### src/rtl/dmach_pkg.sv
package dmach_pkg;
   localparam int CS_ACTIVE = 0;
   localparam int CS_END    = 1;
   localparam int CS_INT    = 2;
   localparam int CS_PAUSED = 4;
   localparam int CS_HELD   = 5;
   localparam int CS_ERR    = 8;
   localparam int CS_ABORT  = 30;
   localparam int CS_RESET  = 31;
   localparam logic [31:0] CS_RW_MASK = 32'h30FF_0001;
   localparam int INFO_IRQ_EN = 0;

   typedef enum logic [2:0] {
      SEL_NONE,
      SEL_CS,
      SEL_CBADDR,
      SEL_SHADOW,
      SEL_DEBUG
   } dmach_sel_e;
endpackage

### src/rtl/dmach_addr_dec.sv
module dmach_addr_dec #(
   parameter int ADDR_W     = 8,
   parameter int DESC_WORDS = 6,
   parameter int IDX_W      = 3
) (
   input  logic [ADDR_W-1:0]     addr,
   output dmach_pkg::dmach_sel_e sel,
   output logic [IDX_W-1:0]      idx
);
   import dmach_pkg::*;
   localparam int WORD_W = ADDR_W - 2;
   localparam logic [WORD_W-1:0] W_CS     = WORD_W'(0);
   localparam logic [WORD_W-1:0] W_CBADDR = WORD_W'(1);
   localparam logic [WORD_W-1:0] W_SH0    = WORD_W'(2);
   localparam logic [WORD_W-1:0] W_DEBUG  = WORD_W'(2 + DESC_WORDS);

   logic [WORD_W-1:0] word;
   logic              aligned;
   logic [WORD_W-1:0] rel;

   assign word    = addr[ADDR_W-1:2];
   assign aligned = (addr[1:0] == 2'b00);
   assign rel     = word - W_SH0;

   always_comb begin
      sel = SEL_NONE;
      idx = IDX_W'(rel);
      if (aligned) begin
         if (word == W_CS)
            sel = SEL_CS;
         else if (word == W_CBADDR)
            sel = SEL_CBADDR;
         else if (word >= W_SH0 && word < W_DEBUG)
            sel = SEL_SHADOW;
         else if (word == W_DEBUG)
            sel = SEL_DEBUG;
      end
   end
endmodule

### src/rtl/dmach_status.sv
module dmach_status #(
   parameter int DATA_W = 32
) (
   input  logic              clk,
   input  logic              rst_n,
   input  logic              wr_cs,
   input  logic [DATA_W-1:0] wdata,
   input  logic              eng_done,
   input  logic              eng_held,
   input  logic              eng_err,
   input  logic              irq_en,
   output logic [DATA_W-1:0] cs_q,
   output logic              start_q,
   output logic              int_ack_q
);
   import dmach_pkg::*;
   localparam logic [DATA_W-1:0] RW_MASK = DATA_W'(CS_RW_MASK);

   logic [DATA_W-1:0] cs_nxt;
   logic              start_c;
   logic              ack_c;

   assign start_c = wr_cs & wdata[CS_ACTIVE] & ~cs_q[CS_ACTIVE];
   assign ack_c   = wr_cs & (wdata[CS_INT] | wdata[CS_RESET]);

   always_comb begin
      cs_nxt = cs_q;
      if (wr_cs) begin
         if (wdata[CS_RESET])
            cs_nxt = '0;
         if (wdata[CS_END])
            cs_nxt[CS_END] = 1'b0;
         if (wdata[CS_INT])
            cs_nxt[CS_INT] = 1'b0;
         cs_nxt = (cs_nxt & ~RW_MASK) | (wdata & RW_MASK);
      end
      if (start_c)
         cs_nxt[CS_PAUSED] = 1'b0;
      cs_nxt[CS_HELD] = eng_held;
      if (eng_err)
         cs_nxt[CS_ERR] = 1'b1;
      if (eng_done) begin
         cs_nxt[CS_ACTIVE] = 1'b0;
         cs_nxt[CS_END]    = 1'b1;
         cs_nxt[CS_PAUSED] = 1'b1;
         if (irq_en)
            cs_nxt[CS_INT] = 1'b1;
      end
   end

   always_ff @(posedge clk or negedge rst_n) begin
      if (!rst_n) begin
         cs_q      <= '0;
         start_q   <= 1'b0;
         int_ack_q <= 1'b0;
      end else begin
         cs_q      <= cs_nxt;
         start_q   <= start_c;
         int_ack_q <= ack_c;
      end
   end
endmodule

### src/rtl/dmach_desc_shadow.sv
module dmach_desc_shadow #(
   parameter int DATA_W     = 32,
   parameter int DESC_WORDS = 6
) (
   input  logic                         clk,
   input  logic                         rst_n,
   input  logic                         load,
   input  logic [DESC_WORDS*DATA_W-1:0] desc_in,
   output logic [DESC_WORDS*DATA_W-1:0] desc_q
);
   for (genvar k = 0; k < DESC_WORDS; k++) begin : g_word
      always_ff @(posedge clk or negedge rst_n) begin
         if (!rst_n)
            desc_q[k*DATA_W +: DATA_W] <= '0;
         else if (load)
            desc_q[k*DATA_W +: DATA_W] <= desc_in[k*DATA_W +: DATA_W];
      end
   end
endmodule

### src/rtl/dmach_rd_port.sv
module dmach_rd_port #(
   parameter int DATA_W     = 32,
   parameter int DESC_WORDS = 6,
   parameter int IDX_W      = 3,
   parameter bit IDLE_ZERO  = 1'b0
) (
   input  logic                         clk,
   input  logic                         rst_n,
   input  logic                         rd,
   input  dmach_pkg::dmach_sel_e        sel,
   input  logic [IDX_W-1:0]             idx,
   input  logic [DATA_W-1:0]            cs,
   input  logic [DATA_W-1:0]            cbaddr,
   input  logic [DATA_W-1:0]            dbg,
   input  logic [DESC_WORDS*DATA_W-1:0] shadow,
   output logic [DATA_W-1:0]            rdata
);
   import dmach_pkg::*;
   logic [DATA_W-1:0] mux;

   always_comb begin
      unique case (sel)
         SEL_CS:     mux = cs;
         SEL_CBADDR: mux = cbaddr;
         SEL_SHADOW: mux = shadow[idx*DATA_W +: DATA_W];
         SEL_DEBUG:  mux = dbg;
         default:    mux = '0;
      endcase
   end

   if (IDLE_ZERO) begin : g_idle_zero
      always_ff @(posedge clk or negedge rst_n) begin
         if (!rst_n)
            rdata <= '0;
         else
            rdata <= rd ? mux : '0;
      end
   end else begin : g_hold
      always_ff @(posedge clk or negedge rst_n) begin
         if (!rst_n)
            rdata <= '0;
         else if (rd)
            rdata <= mux;
      end
   end
endmodule

### src/rtl/dmach_regfile.sv
module dmach_regfile #(
   parameter int ADDR_W     = 8,
   parameter int DATA_W     = 32,
   parameter int DESC_WORDS = 6,
   parameter bit IDLE_ZERO  = 1'b0
) (
   input  logic                         clk,
   input  logic                         rst_n,
   input  logic                         bus_wr,
   input  logic                         bus_rd,
   input  logic [ADDR_W-1:0]            bus_addr,
   input  logic [DATA_W-1:0]            bus_wdata,
   output logic [DATA_W-1:0]            bus_rdata,
   output logic                         eng_start,
   input  logic                         eng_load,
   input  logic [DESC_WORDS*DATA_W-1:0] eng_desc,
   input  logic                         eng_done,
   input  logic                         eng_held,
   input  logic                         eng_err,
   output logic                         irq,
   output logic                         int_ack
);
   import dmach_pkg::*;
   localparam int IDX_W    = (DESC_WORDS > 1) ? $clog2(DESC_WORDS) : 1;
   localparam int SPAN_B   = 4 * (DESC_WORDS + 3);
   localparam int MIN_A_W  = $clog2(SPAN_B);

   if (DATA_W != 32) begin : g_bad_data_w
      $error("dmach_regfile: DATA_W must be 32");
   end
   if (DESC_WORDS < 1 || DESC_WORDS > 14) begin : g_bad_desc
      $error("dmach_regfile: DESC_WORDS out of range");
   end
   if (ADDR_W < MIN_A_W || ADDR_W < 3) begin : g_bad_addr_w
      $error("dmach_regfile: ADDR_W too small for register span");
   end

   dmach_sel_e        sel;
   logic [IDX_W-1:0]  idx;
   logic              wr_cs;
   logic              wr_cbaddr;
   logic              wr_debug;
   logic [DATA_W-1:0] cs_q;
   logic [DATA_W-1:0] cbaddr_q;
   logic [DATA_W-1:0] debug_q;
   logic [DESC_WORDS*DATA_W-1:0] shadow_q;

   dmach_addr_dec #(
      .ADDR_W     (ADDR_W),
      .DESC_WORDS (DESC_WORDS),
      .IDX_W      (IDX_W)
   ) u_dec (
      .addr (bus_addr),
      .sel  (sel),
      .idx  (idx)
   );

   assign wr_cs     = bus_wr && (sel == SEL_CS);
   assign wr_cbaddr = bus_wr && (sel == SEL_CBADDR);
   assign wr_debug  = bus_wr && (sel == SEL_DEBUG);

   dmach_status #(
      .DATA_W (DATA_W)
   ) u_status (
      .clk       (clk),
      .rst_n     (rst_n),
      .wr_cs     (wr_cs),
      .wdata     (bus_wdata),
      .eng_done  (eng_done),
      .eng_held  (eng_held),
      .eng_err   (eng_err),
      .irq_en    (shadow_q[INFO_IRQ_EN]),
      .cs_q      (cs_q),
      .start_q   (eng_start),
      .int_ack_q (int_ack)
   );

   dmach_desc_shadow #(
      .DATA_W     (DATA_W),
      .DESC_WORDS (DESC_WORDS)
   ) u_shadow (
      .clk     (clk),
      .rst_n   (rst_n),
      .load    (eng_load),
      .desc_in (eng_desc),
      .desc_q  (shadow_q)
   );

   always_ff @(posedge clk or negedge rst_n) begin
      if (!rst_n) begin
         cbaddr_q <= '0;
         debug_q  <= '0;
      end else begin
         if (wr_cs && bus_wdata[CS_RESET])
            cbaddr_q <= '0;
         else if (wr_cbaddr)
            cbaddr_q <= bus_wdata;
         if (wr_debug)
            debug_q <= bus_wdata;
      end
   end

   dmach_rd_port #(
      .DATA_W     (DATA_W),
      .DESC_WORDS (DESC_WORDS),
      .IDX_W      (IDX_W),
      .IDLE_ZERO  (IDLE_ZERO)
   ) u_rd (
      .clk    (clk),
      .rst_n  (rst_n),
      .rd     (bus_rd),
      .sel    (sel),
      .idx    (idx),
      .cs     (cs_q),
      .cbaddr (cbaddr_q),
      .dbg    (debug_q),
      .shadow (shadow_q),
      .rdata  (bus_rdata)
   );

   assign irq = cs_q[CS_INT];
endmodule

### config.mk
export PLATFORM = sky130hd
export DESIGN_NAME = dmach_regfile
export DESIGN_NICKNAME = d
export VERILOG_FILES = /design/src/rtl/dmach_pkg.sv /design/src/rtl/dmach_addr_dec.sv /design/src/rtl/dmach_status.sv /design/src/rtl/dmach_desc_shadow.sv /design/src/rtl/dmach_rd_port.sv /design/src/rtl/dmach_regfile.sv
export SDC_FILE = /design/constraint.sdc
export NUM_CORES = 1
export LEC_CHECK = 0
export BUFFER_PORTS_ARGS = -buffer_cell sky130_fd_sc_hd__buf_2
export CELL_PAD_IN_SITES_DETAIL_PLACEMENT = 1
export CELL_PAD_IN_SITES_GLOBAL_PLACEMENT = 1
export CORE_MARGIN = 10
export CORE_UTILIZATION = 44
export DETAILED_ROUTE_END_ITERATION = 8
export PLACE_DENSITY_LB_ADDON = 0.1
export SLEW_MARGIN = 40
export SYNTH_ARGS = -nofsm -noshare
export SYNTH_HDL_FRONTEND = slang
export SYNTH_SLANG_ARGS = --single-unit
### constraint.sdc
create_clock -name clk -period 1.2 [get_ports clk]
set_input_delay 0.06 -clock clk [delete_from_list [all_inputs] [get_ports clk]]
set_output_delay 0.06 -clock clk [all_outputs]
set_load 0.02 [all_outputs]
==> flow_metrics.env <==
export IMPL_outcome="finished with violations"
export IMPL_violations="setup timing"
export IMPL_synth_top_area_share_pct=56.2
export IMPL_crit_path_end_kind="register"
export IMPL_antenna_found_initial=7
export IMPL_fp_dieArea_mm2=0.0384
export IMPL_fin_crit_ps=1330
export IMPL_worstMarginPinSlew_ps=591
export IMPL_worstSetupStartpointType="register"
export IMPL_power_density_mw_per_mm2=1340
export IMPL_yosysUniqueCellTypes=37
export IMPL_initial_core_util_pct=44.5
export IMPL_drt_initial_drc_count=566
export IMPL_avgSynthCellArea_um2=12.7
export IMPL_grt_overflow=0
export IMPL_synth_most_common_cell="dfrtp_1"
export IMPL_rows=64
export IMPL_clock_latency_ps=510
export IMPL_final_util_pct=66.0
export IMPL_placed_area_mm2=0.0163
export IMPL_synth_area_leaders="dfrtp_1, mux2_2, mux2i_1"
export IMPL_synth_seq_cells=306
export IMPL_htreeDepth=2
export IMPL_gp_congestion=0.802
export IMPL_fin_skew_ps=14.7
export IMPL_path_class="reg2reg"
export IMPL_synthFlopType="dfrtp_1"
export IMPL_vias=11000
export IMPL_syn_to_final_growth_pct=48.3
export IMPL_post_route_period_util_pct=111
export IMPL_grt_pass1_wl_mm=78.4
export IMPL_crit_fanout=2
export IMPL_final_cells=2056
export IMPL_grt_usage_pct=26.3
export IMPL_synth_edf_count=0
export IMPL_grt_setup_unrepaired="yes"
export IMPL_hold_viol=0
export IMPL_cts_tree="yes"
export IMPL_power_leakage_nw=9.22
export IMPL_synth_top_cell_by_area="dfrtp_1"
export IMPL_dieHeight_um=196
export IMPL_required_ps=1560
export IMPL_vias_per_cell=5.37
export IMPL_cts_reportedPaths_clkPinSlew_ps=60
export IMPL_clock_path_buffers=3
export IMPL_drv_slew=0
export IMPL_pre_cts_ws_ps=-496
export IMPL_cts_root_buffer="clkbuf_16"
export IMPL_ys_seq_area_share_pct=56.2
export IMPL_max_cap_violations=0
export IMPL_fin_tns_setup_ps=-376
export IMPL_drt_pre_antenna_iters=5
export IMPL_nets=1867
export IMPL_drc=0
export IMPL_stdcell_area_mm2=0.0202
export IMPL_holdWs_ps=22.6
export IMPL_ys_warn_count=0
export IMPL_core_mm2=0.0306
export IMPL_die_x_um=196
export IMPL_portBuffers=274
export IMPL_ant_nets=0
export IMPL_setup_viol=7
export IMPL_syn_area_mm2=0.0136
export IMPL_wl_per_cell_um=25.6
export IMPL_slew_limit_headroom_pct=60.5
export IMPL_fmax_mhz=751
export IMPL_arrival_ps=1700
export IMPL_async_reset_ff_share_pct=100
export IMPL_hpwl_mm=31.3
export IMPL_grt_pass1_vias=12900
export IMPL_pin_count=275
export IMPL_dp_cells=1748
export IMPL_drt_wl_total_mm=52.6
export IMPL_grt_max_degree=74
export IMPL_worst_r2r_cell_count=5
export IMPL_cts_buffers=36
export IMPL_clock_sinks=306
export IMPL_vdd_ir_drop_max_uv=1230
export IMPL_p_total_mw=27.1
export IMPL_hold_path_class="in2async"
export IMPL_layout_drive_gt1_share_pct=46.2
export IMPL_synthCells=1069
export IMPL_synth_common_cells="dfrtp_1, mux2_2, mux2i_1, nand2_1, clkbuf_1"
export IMPL_setup_ws_ps=-131
export IMPL_syn_nets=1310
[logic make-up (layout without fill, tap and decap cells)]
logic type,count (synthesis),after routing,share of synthesized area [%]
flops,306,306,56.2
fa+ha+maj,1,1,0.0919
simple gates,135,135,4.38
buf+inv,113,696,3.65
mux,347,347,27.7
compound gates,167,167,8.00
other cells,0,8,0
[power breakdown]
part | leakage [nW] | switching, mW | internal [mW]
combinational | 4.81 | 1.83 | 2.21
sequential | 3.80 | 0.567 | 11.1
clock | 0.608 | 4.48 | 6.90
[layout by cell type, fill, tap and decap left out, types with 2 or more instances in the layout]
cell	instances
o21ai_0	2
clkbuf_16	37
buf_4	68
clkbuf_8	10
inv_1	33
dfrtp_1	306
buf_6	5
mux2_4	10
buf_12	24
o21ai_2	9
o22ai_2	19
clkbuf_1	5
a21oi_1	14
clkinv_2	8
mux2i_1	90
a21oi_2	34
bufinv_16	3
diode_2	8
nor2_1	49
a21o_1	3
o221ai_1	31
mux2_2	224
a22oi_1	16
buf_16	2
buf_2	268
o21ai_1	24
nor4b_4	2
o22ai_1	12
nand2_1	68
mux2i_2	21
mux2i_4	2
dlygate4sd3_1	229
[layer usage]
layer | share of wire, % | global-route usage (%) | vias to the layer above
met5 | 0 | 0 | -
met4 | 3.7 | 10.7 | 0
met3 | 4.6 | 5.06 | 104
met2 | 52 | 45.6 | 303
met1 | 40 | 31.5 | 5703
li1 | - | - | 4930
[worst paths after layout]
path                                           start                   end  slack (ps)
worst max-delay path            u_shadow.desc_q[148]        u_rd.rdata[20]        -130
worst min-delay path                           rst_n     u_status.cs_q[22]          20
worst max register to register  u_shadow.desc_q[148]        u_rd.rdata[20]        -130
worst min register to register      u_status.cs_q[1]      u_status.cs_q[1]         490
max in group asynchronous                      rst_n  u_shadow.desc_q[125]         440
min in group clk                              bus_rd         u_rd.rdata[6]         130
[final cells by class]
class | count | area, um^2
inverters | 34 | 128
well taps | 396 | 495
repair buffers | 598 | 4760
clock buffers | 52 | 1080
multi-input cells | 650 | 5920
clock inverters | 12 | 138
flip-flops and latches | 306 | 7660
diodes | 8 | 20.0
fillers | 2992 | 10400
[critical path, cell delays in order (launching register included)]
cell      delay, ps
dfrtp_1         400
mux2i_2         220
o32ai_2         130
o21ai_2         180
buf_4           170
o221ai_2         80
[state kept, by name, summed over array words and instances (netlist names)]
name and flops:
u_status.start_q 1, u_shadow.desc_q 192, cbaddr_q 32, u_rd.rdata 32, debug_q 32, u_status.int_ack_q 1, u_status.cs_q 16
[repair_timing]
| action | in CTS | in global routing |
|---|---|---|
| hold endpoints to repair | 579 | 0 |
| hold buffers | 229 | 0 |
| gates resized for setup | 16 | 63 |
| pin swaps | 9 | 24 |
| setup buffers | 1 | 6 |
| endpoints found under the setup margin | 11 | 79 |
(Power assumes the default switching activity.)
